==> config.mk <==
export PLATFORM = sky130hd
export DESIGN_NAME = incr_core
export DESIGN_NICKNAME = d
export VERILOG_FILES = /design/src/rtl/incr_pkg.sv /design/src/rtl/incr_seq.sv /design/src/rtl/incr_alu.sv /design/src/rtl/incr_regfile.sv /design/src/rtl/incr_core.sv
export SDC_FILE = /design/constraint.sdc
export NUM_CORES = 1
export LEC_CHECK = 0
export BUFFER_PORTS_ARGS = -buffer_cell sky130_fd_sc_hd__buf_2
export CORE_ASPECT_RATIO = 1.2
export CORE_MARGIN = 5
export CORE_UTILIZATION = 55
export DETAILED_ROUTE_END_ITERATION = 6
export GPL_TIMING_DRIVEN = 0
export MAX_ROUTING_LAYER = met4
export PLACE_DENSITY = 0.8
export SYNTH_ARGS = -nofsm -noshare
export SYNTH_HDL_FRONTEND = slang
export SYNTH_HIERARCHICAL = 1
export SYNTH_SLANG_ARGS = --single-unit
==> constraint.sdc <==
create_clock -name clk -period 4.25 [get_ports clk]
set_clock_uncertainty 0.1 [all_clocks]
set_input_delay 0.2125 -clock clk [delete_from_list [all_inputs] [get_ports clk]]
set_output_delay 0.2125 -clock clk [all_outputs]
set_load 0.01 [all_outputs]
==> src/rtl/incr_pkg.sv <==
package incr_pkg;
  localparam int DATA_W   = 8;
  localparam int ADDR_W   = 16;
  localparam int TS_W     = 3;
  localparam int FETCH_TS = 4;
  localparam int MEM_TS   = 3;
  localparam int NREG     = 8;
  localparam int SEL_W    = $clog2(NREG);

  localparam logic [SEL_W-1:0] SEL_MEM = 3'd6;
  localparam logic [SEL_W-1:0] SEL_H   = 3'd4;
  localparam logic [SEL_W-1:0] SEL_L   = 3'd5;

  localparam int F_SIGN = 7;
  localparam int F_ZERO = 6;
  localparam int F_HALF = 4;
  localparam int F_PAR  = 2;
  localparam int F_CY   = 0;

  typedef enum logic [1:0] {
    MC_FETCH = 2'b01,
    MC_READ  = 2'b10,
    MC_WRITE = 2'b11
  } mcyc_e;

  function automatic logic is_incr(input logic [DATA_W-1:0] op);
    return (op[7:6] == 2'b00) && (op[2:0] == 3'b100);
  endfunction

  function automatic logic [DATA_W-1:0] incr_value(input logic [DATA_W-1:0] v);
    return v + 1'b1;
  endfunction

  function automatic logic [DATA_W-1:0] incr_flags(input logic [DATA_W-1:0] old_v,
                                                   input logic [DATA_W-1:0] old_f);
    logic [DATA_W-1:0] r;
    logic [DATA_W-1:0] f;
    r = old_v + 1'b1;
    f = '0;
    f[F_SIGN] = r[DATA_W-1];
    f[F_ZERO] = (r == '0);
    f[F_HALF] = (old_v[3:0] == 4'hF);
    f[F_PAR]  = ~^r;
    f[F_CY]   = old_f[F_CY];
    return f;
  endfunction
endpackage

==> src/rtl/incr_seq.sv <==
module incr_seq
  import incr_pkg::*;
#(
  parameter int TSW      = TS_W,
  parameter int FETCH_LN = FETCH_TS,
  parameter int MEM_LN   = MEM_TS
)(
  input  logic           clk,
  input  logic           rst_n,
  input  logic           want_mem_i,
  output mcyc_e          mc_o,
  output logic [TSW-1:0] ts_o,
  output logic           cyc_end_o
);
  localparam logic [TSW-1:0] FETCH_LAST = TSW'(FETCH_LN);
  localparam logic [TSW-1:0] MEM_LAST   = TSW'(MEM_LN);
  localparam logic [TSW-1:0] T_FIRST    = TSW'(1);

  mcyc_e          mc_q, mc_d;
  logic [TSW-1:0] ts_q;
  logic [TSW-1:0] last_t;

  assign last_t    = (mc_q == MC_FETCH) ? FETCH_LAST : MEM_LAST;
  assign cyc_end_o = (ts_q == last_t);

  always_comb begin
    unique case (mc_q)
      MC_FETCH: mc_d = want_mem_i ? MC_READ : MC_FETCH;
      MC_READ:  mc_d = MC_WRITE;
      default:  mc_d = MC_FETCH;
    endcase
  end

  always_ff @(posedge clk) begin
    if (!rst_n) begin
      mc_q <= MC_FETCH;
      ts_q <= T_FIRST;
    end else if (cyc_end_o) begin
      mc_q <= mc_d;
      ts_q <= T_FIRST;
    end else begin
      ts_q <= ts_q + 1'b1;
    end
  end

  assign mc_o = mc_q;
  assign ts_o = ts_q;
endmodule

==> src/rtl/incr_alu.sv <==
module incr_alu
  import incr_pkg::*;
#(
  parameter int DW = DATA_W
)(
  input  logic [DW-1:0] val_i,
  input  logic [DW-1:0] flags_i,
  output logic [DW-1:0] res_o,
  output logic [DW-1:0] flags_o
);
  assign res_o   = incr_value(val_i);
  assign flags_o = incr_flags(val_i, flags_i);
endmodule

==> src/rtl/incr_regfile.sv <==
module incr_regfile
  import incr_pkg::*;
#(
  parameter int DW = DATA_W,
  parameter int NR = NREG,
  parameter int SW = SEL_W
)(
  input  logic             clk,
  input  logic             rst_n,
  input  logic             we_i,
  input  logic [SW-1:0]    wsel_i,
  input  logic [DW-1:0]    wdata_i,
  input  logic [SW-1:0]    rsel_i,
  output logic [DW-1:0]    rdata_o,
  output logic [2*DW-1:0]  hl_o,
  output logic [NR*DW-1:0] view_o
);
  logic [DW-1:0] regs [NR];

  for (genvar g = 0; g < NR; g++) begin : g_reg
    if (g == int'(SEL_MEM)) begin : g_hole
      assign regs[g] = '0;
    end else begin : g_store
      logic [DW-1:0] q;
      always_ff @(posedge clk) begin
        if (!rst_n)                          q <= '0;
        else if (we_i && wsel_i == SW'(g))   q <= wdata_i;
      end
      assign regs[g] = q;
    end
    assign view_o[g*DW +: DW] = regs[g];
  end

  assign rdata_o = regs[rsel_i];
  assign hl_o    = {regs[SEL_H], regs[SEL_L]};
endmodule

==> src/rtl/incr_core.sv <==
module incr_core
  import incr_pkg::*;
(
  input  logic                   clk,
  input  logic                   rst_n,
  output logic [ADDR_W-1:0]      mem_addr,
  input  logic [DATA_W-1:0]      mem_rdata,
  output logic [DATA_W-1:0]      mem_wdata,
  output logic                   mem_rd,
  output logic                   mem_wr,
  output logic [1:0]             mcycle,
  output logic [TS_W-1:0]        tstate,
  output logic [NREG*DATA_W-1:0] arch_regs,
  output logic [DATA_W-1:0]      flags
);
  localparam logic [TS_W-1:0] T_CAPTURE = TS_W'(3);
  localparam logic [TS_W-1:0] T_FIRST   = TS_W'(1);

  mcyc_e               mc;
  logic [TS_W-1:0]     ts;
  logic                cyc_end;
  logic [ADDR_W-1:0]   pc_q;
  logic [DATA_W-1:0]   ir_q;
  logic [DATA_W-1:0]   tmp_q;
  logic [DATA_W-1:0]   flag_q;
  logic [SEL_W-1:0]    dsel;
  logic                op_incr, op_incr_mem, op_incr_reg;
  logic [DATA_W-1:0]   rf_rdata;
  logic [2*DATA_W-1:0] hl;
  logic [DATA_W-1:0]   alu_in, alu_res, alu_flags;

  // Named events, also observed by the bound checker.
  logic fetch_start, fetch_end, write_end, capture_now, rf_we, flag_we;

  incr_seq u_seq (
    .clk        (clk),
    .rst_n      (rst_n),
    .want_mem_i (op_incr_mem),
    .mc_o       (mc),
    .ts_o       (ts),
    .cyc_end_o  (cyc_end)
  );

  assign dsel        = ir_q[5:3];
  assign op_incr     = is_incr(ir_q);
  assign op_incr_mem = op_incr && (dsel == SEL_MEM);
  assign op_incr_reg = op_incr && (dsel != SEL_MEM);

  assign fetch_start = (mc == MC_FETCH) && (ts == T_FIRST);
  assign fetch_end   = (mc == MC_FETCH) && cyc_end;
  assign write_end   = (mc == MC_WRITE) && cyc_end;
  assign capture_now = (mc != MC_WRITE) && (ts == T_CAPTURE);
  assign rf_we       = fetch_end && op_incr_reg;
  assign flag_we     = rf_we || write_end;

  incr_regfile u_rf (
    .clk     (clk),
    .rst_n   (rst_n),
    .we_i    (rf_we),
    .wsel_i  (dsel),
    .wdata_i (alu_res),
    .rsel_i  (dsel),
    .rdata_o (rf_rdata),
    .hl_o    (hl),
    .view_o  (arch_regs)
  );

  assign alu_in = (mc == MC_WRITE) ? tmp_q : rf_rdata;

  incr_alu u_alu (
    .val_i   (alu_in),
    .flags_i (flag_q),
    .res_o   (alu_res),
    .flags_o (alu_flags)
  );

  always_ff @(posedge clk) begin
    if (!rst_n) begin
      pc_q   <= '0;
      ir_q   <= '0;
      tmp_q  <= '0;
      flag_q <= '0;
    end else begin
      if (capture_now && mc == MC_FETCH) ir_q  <= mem_rdata;
      if (capture_now && mc == MC_READ)  tmp_q <= mem_rdata;
      if (fetch_end)                     pc_q  <= pc_q + 1'b1;
      if (flag_we)                       flag_q <= alu_flags;
    end
  end

  assign mem_addr  = (mc == MC_FETCH) ? pc_q : hl;
  assign mem_wdata = (mc == MC_WRITE) ? alu_res : '0;
  assign mem_rd    = (mc == MC_READ) || ((mc == MC_FETCH) && !cyc_end);
  assign mem_wr    = (mc == MC_WRITE);
  assign mcycle    = mc;
  assign tstate    = ts;
  assign flags     = flag_q;
endmodule

-- Word-level counts from Yosys, hierarchy flattened
Cells that the tools add are included.
- bitwise gates (word level): 2
- multiplexer cells: 9
- reduce and logical (&&, ||, !) cells: 25
- magnitude comparators: 1
- equal/unequal tests: 16
- add/sub/neg operators: 3
- operators by type and width (kind ; count):
    two-way mux 8 bit ; 4
    binary-select mux 8 bit (select 3 bit) ; 1
    logical AND 1 bit ; 17
    adder 16 x 1 -> 16 bit, second input constant ; 1
    two-way mux 16 bit ; 1
    == test 3 bit, second input constant ; 5
    == test 3 x 2 -> 1 bit, second input constant ; 3
    adder 8 x 1 -> 8 bit, second input constant ; 1
    logical NOT 8 bit ; 1
    XNOR reduction 8 bit ; 1
    == test 2 bit, second input constant ; 2
    == test 4 bit, second input constant ; 1
    greater-or-equal comparator 4 bit, second input constant ; 1
    inverter 3 -> 4 bit ; 1
    one-hot mux 2 bit (2 select lines) ; 1
    adder 3 x 1 -> 3 bit, second input constant ; 1
    == test 3 x 1 -> 1 bit, second input constant ; 1
    == test 3 bit ; 1
    logical NOT 3 bit ; 1
    two-way mux 3 bit ; 1
    != test 3 bit, second input constant ; 1
    == test 2 x 1 -> 1 bit, second input constant ; 1
    logical NOT 2 bit ; 1
    logical OR 1 bit ; 2
    5 further kinds ; 5
- flip-flop bits (word level): 97
- bits of input ports: 10

-- Logic depth before layout (Yosys ltp)
Gate-level depths: netlist (run 1).
- word-level depth: 7
- mapped depth: 14
- depth with buffers taken out: 13

-- Hierarchy
Netlist (run 1), hierarchy kept.
- modules (own cells, without submodules) (module ; cells each ; times used ; area an instance (um^2) ; seq. area each (um^2)):
    incr_regfile ; 302 ; 1 ; 2864.0 ; 1121.1
    incr_core ; 234 ; 1 ; 2016.9 ; 800.8
    incr_alu ; 38 ; 1 ; 307.8 ; 0.0
    incr_seq ; 29 ; 1 ; 277.8 ; 100.1

-- Worst setup path after synthesis (run 1)
Ideal clock, no wire load.
- kind: register -> register
- start point: register ir_q[4]
- end point: register flag_q[2], in the netlist flags[2]
- clock period less this slack: 3141 ps
- library setup time: 72 ps
- arrival time: 2969 ps
- stages on the path, launching flop included: 15
- data required time: 4078 ps
- slack: 1109 ps
- cells stage by stage: dfxtp_1 > buf_6 > mux2_4 > a221oi_1 > a221oi_1 > mux2_2 > ha_1 > and3_1 > xnor2_1 > ha_1 > xnor2_1 > xnor2_1 > xnor2_1 > nand2_1 > mux2i_1
- word-level cells in the longest chain between the ends: 7
- elaborated cells between the ends (all ways): 11
- RTL lines (what ; line ; RTL):
    from (decl) ; incr_core.sv:23 ; logic [DATA_W-1:0] ir_q;
    from (signal assigned) ; incr_core.sv:84 ; if (capture_now && mc == MC_FETCH) ir_q <= mem_rdata;
    inverter 3 -> 4 bit (not written as such) ; incr_regfile.sv:34 ; assign rdata_o = regs[rsel_i];
    binary-select mux 8 bit (select 3 bit) ; incr_regfile.sv:34 ;
    two-way mux 8 bit (not written as such) (2 in series) ; incr_regfile.sv:34 ;
    via rf_rdata[0] ; incr_core.sv:28 ; logic [DATA_W-1:0] rf_rdata;
    two-way mux 8 bit ; incr_core.sv:68 ; assign alu_in = (mc == MC_WRITE) ? tmp_q : rf_rdata;
    via alu_in[0] ; incr_core.sv:30 ; logic [DATA_W-1:0] alu_in, alu_res, alu_flags;
    adder 8 x 1 -> 8 bit ; incr_pkg.sv:38 ; r = old_v + 1'b1;
    XNOR reduction 8 bit ; incr_pkg.sv:43 ; f[F_PAR] = ~^r;
    via alu_flags[2] ; incr_core.sv:30 ;
    to (signal assigned) ; incr_core.sv:87 ; if (flag_we) flag_q <= alu_flags;
    to (decl) ; incr_core.sv:25 ; logic [DATA_W-1:0] flag_q;
The timed path passes the listed nets, and every way through them passes these cells. The select of a mux whose other input is x is not followed.
A chain may end at the register's enable or synchronous reset.

-- Worst setup path in the final report (run 1)
- start point: register ir_q[4]
- end point: output mem_wdata[5]
- word-level cells in the longest chain between the ends: 7
- RTL lines (what ; line ; RTL):
    inverter 3 -> 4 bit (not written as such) ; incr_regfile.sv:34 ;
    binary-select mux 8 bit (select 3 bit) ; incr_regfile.sv:34 ;
    two-way mux 8 bit (not written as such) (2 in series) ; incr_regfile.sv:34 ;
    via rf_rdata[0] ; incr_core.sv:28 ;
    two-way mux 8 bit ; incr_core.sv:68 ;
    via alu_in[0] ; incr_core.sv:30 ;
    adder 8 x 1 -> 8 bit ; incr_pkg.sv:31 ; return v + 1'b1;
    via alu_res[5] ; incr_core.sv:30 ;
    two-way mux 8 bit ; incr_core.sv:92 ; assign mem_wdata = (mc == MC_WRITE) ? alu_res : '0;
    to (decl) ; incr_core.sv:8 ; output logic [DATA_W-1:0] mem_wdata,
The timed path passes the listed nets, and every way through them passes these cells. The select of a mux whose other input is x is not followed.

==> reports/summary.txt, run 1 <==
crit path time final: 3810 ps
share of layout cells above drive strength 1: 27.9%
H-tree levels: 3
ys async rst share: 0%
Die ar.: 0.0120 sq mm
Starting Density: 56.9%
Post-Route Setup TNS: 0 ps
Ant. Diodes: 0
PortBufs: 104
Max Transition Viols Final: 0
max_cap viols: 0
Post-Syn Instances: 603
P&R area growth vs syn: 19.1%
# setup viols final: 0
Power Dens Cells: 409 mW/mm^2
post-synthesis sequential area ratio: 37.0%
TritonCTS buffer count: 9
drt via density: 5.69
CP max stage cell: xor2_1
Skew-Pair Late Insertion Delay: 350 ps
final core occ: 67.7%
worst ir drop on vdd: 273 uV
Leak: 2.75 nW
Avg Inst Size Synth: 9.07 sq um
top cells by area, synth: dfxtp_1, mux2i_1, nand2_1
Yosys reg bits: 101
Hold Violations, Final: 0
Worst EP arrival: 3500 ps
sequential share of power: 38.0%
# nets final: 747
DR iter-0 viols: 287
worst slack at placement: 493 ps
final period utilization: 89.7%
First-pass DRT Iterations: 5
Slew @ Worst Pin: 898 ps
core outline area: 0.00961 sq mm
Max Buffers Root-to-Sink: 2
Synth Warn #: 6
EDFF count, synth: 0
Avg WL per Cell: 18.5 um
row count: 39
cell internal pwr: 1.81 mW
status: complete, no violations
TritonCTS Sinks: 101
CTS Root Cell: clkbuf_16
antenna violations before repair: 0
number of fill cells: 790
Net Switching: 0.858 mW
library cells used by synthesis: 52
final total power: 2.66 mW
setup bufs post-CTS: 0
power share of the combinational group: 28.4%
CP bufs+invs: 2
Peak Freq: 262 MHz
post-route ant nets: 0
GPL Wtd Cong: 0.910
Crit path top cell by count: a221oi_1
smallest setup slack after layout: 437 ps
total gr overflow: 0
DP HPWL: 11500 um
gr usage total: 26.8%
Cell Area, Synth: 0.00547 sq mm
cell family with most CP delay: multiplexers
vias: 4864
pin count of the biggest net entering global routing: 16
critical path's largest stage delay: 700 ps
Hold Path Class: primary input to register
vias in the first global route: 4923
die width: 101 um
IO Pins: 113
type of origin of the critical path: register
RSZ-0062 raised after global routing: false
clock-pin slew on the worst setup and hold paths: 70 ps
Post-synth top flop: dfxtp_1
TritonCTS clock tree: built
critical path type: register to output port
post-synth top area cell: dfxtp_1
Crit. End Element: output port
Max transition margin: 39.9%
# DRC: 0
CP required: 3940 ps
crit path max fanout: 10
Clk network pwr share: 33.6%
Synth top area share: 37.0%
first-pass GRT wire length: 24600 um
sw frac: 32.2%
die height: 119 um
Total Wirelength: 15800 um
critical-path cell list: buf_6 > mux2_4 > a221oi_1 > a221oi_1 > mux2_2 > nand3_4 > nor2_2 > xor2_1 > and3_1 > buf_2
[sequential cells by signal, summed over array words and instances, names as in the netlist]
| register | cells |
|---|---|
| ir_q | 8 |
| tmp_q | 8 |
| flags | 8 |
| pc_q | 16 |
| u_seq/mc_o | 2 |
| u_rf/g.g_store.q | 56 |
| u_seq/ts_o | 3 |
[layout by cell type, fill, tap and decap left out, types with 3 or more instances in the layout]
cell type / count
a221oi_1: 17
buf_6: 7
mux2i_1: 57
mux2_2: 27
nand4_1: 5
or3_1: 5
and3_1: 10
nor2_1: 21
o31ai_1: 3
conb_1: 11
clkbuf_1: 17
nand3_1: 8
dfxtp_1: 101
nand2_1: 100
nand3b_1: 5
xor2_1: 7
nand4b_1: 3
buf_2: 111
clkbuf_16: 9
a21boi_0: 22
a21boi_1: 10
nor2_2: 3
or4_1: 3
ha_1: 10
and4bb_1: 3
nor2b_1: 25
and4_1: 3
xnor2_1: 15
a21oi_1: 17
o21ai_0: 17
buf_4: 31
inv_1: 16
[per-layer routing]
metal | GRT usage, % | vias to the layer above | part of all wire, %
met5 | - | - | 0
met4 | 13.5 | 0 | 4.4
met3 | 5.03 | 56 | 6.3
met2 | 46.1 | 183 | 51
met1 | 29.1 | 2325 | 38
li1 | - | 2300 | -
[power groups by stage]
| stage | combinational (mW) | sequential [mW] | clock [mW] |
|---|---|---|---|
| floorplan | 0.516 | 1.03 | 0 |
| global placement | 0.701 | 1.03 | 0 |
| detailed placement | 0.725 | 1.03 | 0 |
| CTS | 0.741 | 1.01 | 0.903 |
| global route | 0.812 | 1.02 | 0.947 |
| finish | 0.756 | 1.01 | 0.896 |
[cell type report]
type	count	area (sq um)	area share [%]
Multi-Input combinational cell	433	3020	46.3
Sequential cell	101	2020	31.1
Timing Repair Buffer	104	520	8.00
Buffer	62	410	6.31
Clock buffer	12	256	3.94
Tap cell	123	154	2.36
Clock inverter	4	70.1	1.08
Inverter	16	60.1	0.923
[final timing paths]
check | cells after the start | slack, ps | to | from
max | 10 | 440 | mem_wdata[5] | ir_q[4]$_SDFFE_PN0P_
max reg2reg | 14 | 580 | flags[2]$_SDFFE_PN0P_ | ir_q[4]$_SDFFE_PN0P_
min reg2reg | 2 | 360 | flags[2]$_SDFFE_PN0P_ | flags[2]$_SDFFE_PN0P_
min | 3 | 20 | ir_q[0]$_SDFFE_PN0P_ | mem_rdata[0]
[tightest hold or removal path, stage by stage]
cell and delay [ps]:
buf_2 110, nand2_1 50, a21oi_1 50
[per-stage QoR]
step	cells	hold WS, ps	area, sq um
5_1_grt	855	30.3	6510
2_1_floorplan	612	199	5500
3_3_place_gp	839	337	6170
4_1_cts	855	18.2	6500
3_5_place_dp	839	347	6170
6_report	855	24.6	6510
[kinds of logic after synthesis]
logic type | count (synthesis) | share of synthesized area [%]
simple gates | 215 | 20.9
flops | 101 | 37.0
compound gates | 89 | 11.1
mux | 85 | 16.3
buf+inv | 78 | 8.61
xor+xnor | 23 | 3.68
fa+ha+maj | 10 | 2.29
other cells | 2 | 0.137
[cell usage after synthesis, types with 2 or more instances]
cell and number:
a21boi_1 10, and3_1 10, buf_6 7, and4bb_1 3
and4_1 3, ha_1 10, nor2b_1 25, xor2_1 7
nand4_1 5, nand3_1 8, buf_2 7, clkbuf_1 16
a21boi_0 22, and4b_1 2, nor3b_1 2, nand3b_1 5
nand4b_1 3, and3_2 2, nand2_1 100, or4_1 3
nor2_1 21, nand2b_1 2, xnor2_1 16, o21ai_0 17
a221oi_1 17, buf_4 31, mux2i_1 57, conb_1 2
mux2_2 27, o31ai_1 3, or3_1 5, dfxtp_1 101
nor3_1 2, nor2_2 3, a21oi_1 17, inv_1 16
[what timing repair did]
item                                    in CTS  in global routing
hold buffers                                 0                  0
endpoints found under the setup margin       0                  1
gates resized for setup                      0                  1
Power figures use the tool's default switching activity.
==> run 2: changes to the inputs <==
--- a/config.mk
+++ b/config.mk
@@ -8,11 +8,10 @@
 export BUFFER_PORTS_ARGS = -buffer_cell sky130_fd_sc_hd__buf_2
 export CORE_ASPECT_RATIO = 1.2
 export CORE_MARGIN = 5
-export CORE_UTILIZATION = 55
+export CORE_UTILIZATION = 31
 export DETAILED_ROUTE_END_ITERATION = 6
 export GPL_TIMING_DRIVEN = 0
 export MAX_ROUTING_LAYER = met4
-export PLACE_DENSITY = 0.8
 export SYNTH_ARGS = -nofsm -noshare
 export SYNTH_HDL_FRONTEND = slang
 export SYNTH_HIERARCHICAL = 1
==> constraint.sdc (replaced) <==
create_clock -name clk -period 3.1 [get_ports clk]
set_clock_uncertainty 0.1 [all_clocks]
set_input_delay 0.155 -clock clk [delete_from_list [all_inputs] [get_ports clk]]
set_output_delay 0.155 -clock clk [all_outputs]
set_load 0.01 [all_outputs]
==> run 2 against run 1 <==
Effect of this change:
- the run now ends with setup timing left
- register-to-register slack got worse by 650 ps
- routed wire length increased by 11%
- hold slack improved by 330 ps
- largest cell class unchanged
- critical path depth increased by 4
- utilization decreased by 26 points
- cell area increased by 12%
==> reports/summary.txt, run 2 (same netlist as run 1, synthesis figures left out) <==
status: finished, violations left
failing checks: setup timing
max FFs per register: 56
crit path max fanout: 5
final period utilization: 102%
worst ir drop on vdd: 295 uV
CTS Root Cell: clkbuf_16
Max Buffers Root-to-Sink: 2
Total Wirelength: 17500 um
CP max stage cell: dfxtp_4
# DRC: 0
# setup viols final: 3
core outline area: 0.0174 sq mm
post-route ant nets: 0
pin count of the biggest net entering global routing: 16
TritonCTS clock tree: built
H-tree levels: 3
Power Dens Cells: 550 mW/mm^2
Starting Density: 31.3%
Peak Freq: 316 MHz
die height: 155 um
GPL Wtd Cong: 0.882
CP bufs+invs: 1
Leak: 2.98 nW
Slew @ Worst Pin: 601 ps
Avg WL per Cell: 17.7 um
RSZ-0062 raised after global routing: true
DR iter-0 viols: 282
type of origin of the critical path: register
commonest non-fill, non-tap cell in the layout: buf_2
Die ar.: 0.0204 sq mm
TritonCTS buffer count: 9
PortBufs: 104
clock-pin slew on the worst setup and hold paths: 70 ps
First-pass DRT Iterations: 5
share of layout cells above drive strength 1: 35.3%
critical path's largest stage delay: 400 ps
crit path time final: 3170 ps
CP required: 3280 ps
row count: 53
max_cap viols: 0
Max Transition Viols Final: 0
top flop regs: u_rf/g.g_store.q: 56 flops, pc_q: 16 flops
# nets final: 782
Worst EP arrival: 3350 ps
Hold Violations, Final: 0
IO Pins: 113
P&R area growth vs syn: 33.1%
critical path type: register to register
worst slack at placement: -530 ps
critical-path cell list: buf_8 > mux2_4 > a221oi_4 > a221oi_2 > mux2_4 > ha_4 > and3_4 > xnor2_4 > ha_4 > xnor2_2 > xnor2_1 > xnor2_1 > nand2_1 > mux2i_1
antenna violations before repair: 1
Skew-Pair Late Insertion Delay: 350 ps
die width: 131 um
Hold Path Class: register to register
Max transition margin: 59.9%
Largest Register: u_rf/g.g_store.q
gr usage total: 17.0%
DP HPWL: 12300 um
vias in the first global route: 4637
cell family with most CP delay: multiplexers
vias: 4812
Worst Hold Slack: 356 ps
total gr overflow: 0
most frequent cells in the layout: buf_2, nand2_1, dfxtp_1
TritonCTS Sinks: 101
Crit. End Element: register
first-pass GRT wire length: 26500 um
smallest setup slack after layout: -67.5 ps
final core occ: 41.7%
drt via density: 4.87
run 2: worst reg2reg max path: stages, from the launching register on:
cell	delay [ps]
dfxtp_4	400
buf_8	130
mux2_4	310
a221oi_4	320
a221oi_2	80
mux2_4	320
ha_4	180
and3_4	170
xnor2_4	200
ha_4	240
xnor2_2	130
xnor2_1	190
xnor2_1	140
nand2_1	60
mux2i_1	120
run 2: layout make-up:
type	instances	area, sq um
fill	1710	10200
multi-input combinational	433	3320
sequential	101	2030
timing repair buffer	139	838
buffer	62	437
tap	220	275
clock buffer	11	233
clock inverter	5	75.1
inverter	16	60.1
antenna	2	5.00
run 2: per-stage QoR:
stage | TNS (ps) | power [mW] | cell area [sq um] | cells
final | -117 | 4.00 | 7280 | 989
after global placement | -9380 | 2.41 | 6300 | 936
after global routing | -1950 | 4.17 | 7270 | 987
after floorplan | 0 | 2.12 | 5510 | 612
after detailed placement | -9790 | 2.42 | 6300 | 936
after CTS | -49.9 | 3.94 | 7160 | 982
run 2: worst paths after layout:
kind | startpoint | end | slack, ps | cells after the start
worst min register to register | flags[1]$_SDFFE_PN0P_ | flags[1]$_SDFFE_PN0P_ | 360 | 2
worst max-delay path | ir_q[4]$_SDFFE_PN0P_ | flags[2]$_SDFFE_PN0P_ | -70 | 14
worst max register to register | ir_q[4]$_SDFFE_PN0P_ | flags[2]$_SDFFE_PN0P_ | -70 | 14
worst min-delay path | flags[1]$_SDFFE_PN0P_ | flags[1]$_SDFFE_PN0P_ | 360 | 2
run 2: timing repair:
action / CTS / global route
resized for setup: 54 / 18
hold buffers: 9 / 0
endpoints found under the hold margin: 17 / 0
cloned: 1 / 0
pin swaps: 13 / 15
setup endpoints to repair: 64 / 62
setup buffers: 20 / 6
run 2: power by group:
group          internal, mW  switching [mW]  total (mW)
Combinational         0.636           0.770        1.41
Sequential             1.34          0.0542        1.39
Clock                 0.705           0.501        1.21
run 2: routing by layer:
metal | vias to the layer above | part of all wire (%) | GRT usage (%)
li1 | 2374 | - | -
met1 | 2261 | 46 | 21.8
met2 | 148 | 47 | 27.0
met3 | 29 | 4.5 | 2.43
met4 | 0 | 2.3 | 6.78
met5 | - | 0 | -
==> run 3: changes to the inputs <==
--- a/config.mk
+++ b/config.mk
@@ -8,10 +8,11 @@
 export BUFFER_PORTS_ARGS = -buffer_cell sky130_fd_sc_hd__buf_2
 export CORE_ASPECT_RATIO = 1.2
 export CORE_MARGIN = 5
-export CORE_UTILIZATION = 31
+export CORE_UTILIZATION = 40
 export DETAILED_ROUTE_END_ITERATION = 6
 export GPL_TIMING_DRIVEN = 0
 export MAX_ROUTING_LAYER = met4
+export SKIP_LAST_GASP = 1
 export SYNTH_ARGS = -nofsm -noshare
 export SYNTH_HDL_FRONTEND = slang
 export SYNTH_HIERARCHICAL = 1
==> run 3 against run 2 <==
Effect of this change:
- the run still ends with setup timing left
- utilization up 13 points
- die area down 21%
- maximum frequency fell by 1.6%
- global-route usage is 3.6 points higher
- combinational power barely moved
- via count fell by 0.71%
- final cell count is 5.6% lower
- routed wire length down 5.2%
- clock power about the same
- sequential power barely moved
- sequential cell count did not move
- largest cell class unchanged
- largest power group unchanged
- highest routed layer unchanged
==> reports/summary.txt, run 3 (same netlist as run 1, synthesis figures left out) <==
Post-Route Setup TNS: -205 ps
core outline area: 0.0133 sq mm
Avg WL per Cell: 17.8 um
# DRC: 0
Clk network pwr share: 29.7%
final core occ: 54.3%
worst r2r src: ir_q[4]$_SDFFE_PN0P_
most frequent cells in the layout: buf_2, nand2_1, dfxtp_1
crit path time final: 3220 ps
CP required: 3280 ps
Total Wirelength: 16600 um
status: finished, violations left
top flop regs: u_rf/g.g_store.q: 56 flops, pc_q: 16 flops
sequential share of power: 35.1%
crit path max fanout: 5
Worst Setup SP: ir_q[4]$_SDFFE_PN0P_
global routing's busiest layer: met2
drt via density: 5.12
PortBufs: 104
TritonCTS clock tree: built
DR iter-0 viols: 278
Peak Freq: 311 MHz
Largest Register: u_rf/g.g_store.q
vias in the first global route: 4685
Ant. Diodes: 0
# nets final: 781
failing checks: setup timing
Slew @ Worst Pin: 616 ps
GPL Wtd Cong: 0.894
H-tree levels: 3
TritonCTS Sinks: 101
Power Dens Cells: 550 mW/mm^2
IO Pins: 113
share of layout cells above drive strength 1: 34.9%
sw frac: 33.4%
Max Transition Viols Final: 0
max FFs per register: 56
CTS Root Cell: clkbuf_16
Worst EP arrival: 3400 ps
Crit. End Element: register
met1 Use GR: 24.8%
met2 Resource Use GR: 34.0%
P&R area growth vs syn: 32.1%
total gr overflow: 0
CP Capture Point: flags[2]$_SDFFE_PN0P_
smallest setup slack after layout: -118 ps
max_cap viols: 0
reg-to-reg slack, setup: -120 ps
Net Switching: 1.33 mW
Max transition margin: 58.9%
Die ar.: 0.0161 sq mm
Hold Violations, Final: 0
commonest non-fill, non-tap cell in the layout: buf_2
RSZ-0062 raised after global routing: true
Hold Path Class: register to register
Leak: 2.98 nW
die width: 117 um
First-pass DRT Iterations: 5
pin count of the biggest net entering global routing: 17
final period utilization: 104%
first-pass GRT wire length: 25100 um
power share of the combinational group: 35.2%
cell internal pwr: 2.64 mW
# setup viols final: 3
antenna violations before repair: 0
Starting Density: 41.1%
vias: 4778
Skew-Pair Late Insertion Delay: 350 ps
Max Buffers Root-to-Sink: 2
TritonCTS buffer count: 9
met3 usage: 3.32%
clock-pin slew on the worst setup and hold paths: 70 ps
worst ir drop on vdd: 307 uV
row count: 46
DP HPWL: 12000 um
critical path type: register to register
worst r2r dst: flags[2]$_SDFFE_PN0P_
type of origin of the critical path: register
Reg2Reg Depth: 13
post-route ant nets: 0
die height: 138 um
gr usage total: 20.6%
==> run 3: how the worst min path moves through the flow <==
stage / end / from / depth (start not counted)
final: flags[5]$_SDFFE_PN0P_ / flags[5]$_SDFFE_PN0P_ / 2
after detailed placement: ir_q[0]$_SDFFE_PN0P_ / mem_rdata[0] / 3
after floorplan: u_seq/ts_o[0]$_SDFF_PP1_ / rst_n / 1
after global routing: flags[7]$_SDFFE_PN0P_ / flags[7]$_SDFFE_PN0P_ / 2
after global placement: tmp_q[0]$_SDFFE_PN0P_ / mem_rdata[0] / 3
after CTS: flags[5]$_SDFFE_PN0P_ / flags[5]$_SDFFE_PN0P_ / 2
==> run 3: power groups by stage <==
stage,sequential (mW),clock [mW],combinational (mW)
3_5_place_dp,1.42,0,1.02
3_3_place_gp,1.42,0,0.997
5_1_grt,1.40,1.24,1.48
4_1_cts,1.40,1.20,1.28
6_report,1.39,1.18,1.40
2_1_floorplan,1.41,0,0.710
==> run 3: per-layer routing <==
metal  vias up  routed length (um)
li1       2369                   -
met1      2240                6990
met2       138                8330
met3        31                 857
met4         0                 433
met5         -                   0
==> run 3: layout make-up <==
cell class / instances / area (sq um)
repair buffers: 138 / 850
multi-input cells: 433 / 3330
well taps: 168 / 210
flip-flops and latches: 101 / 2030
clock buffers: 12 / 256
inverters: 16 / 62.6
clock inverters: 4 / 55.1
plain buffers: 62 / 430
fillers: 1222 / 6070
==> run 3: critical path, cell delays in order (launching register included) <==
cell      delay, ps
dfxtp_4         380
buf_8           130
mux2_2          360
a221oi_2        320
a221oi_2         80
mux2_4          320
nand3_4         120
xor2_1          320
ha_1            350
xnor2_2         150
xnor2_1         180
xnor2_1         130
nand2_1          60
mux2i_1         130
==> run 3: timing repair <==
action                                 4_1_cts  5_1_grt
pin swaps                                   12       14
gates cloned                                 1        1
setup buffers                               11       12
resized for setup                           54       19
endpoints found under the hold margin       15        0
hold buffers                                 9        0
setup endpoints to repair                   64       60
==> run 3: per-stage QoR <==
| step | cells | total power [mW] | hold WS, ps | cell area, sq um | worst slack [ps] |
|---|---|---|---|---|---|
| 4_1_cts | 921 | 3.88 | 359 | 7030 | -24.8 |
| 2_1_floorplan | 612 | 2.12 | 141 | 5510 | 44.3 |
| 3_3_place_gp | 884 | 2.42 | 314 | 6240 | -560 |
| 3_5_place_dp | 884 | 2.44 | 327 | 6240 | -568 |
| 6_report | 934 | 3.97 | 360 | 7220 | -118 |
| 5_1_grt | 934 | 4.13 | 383 | 7220 | -221 |
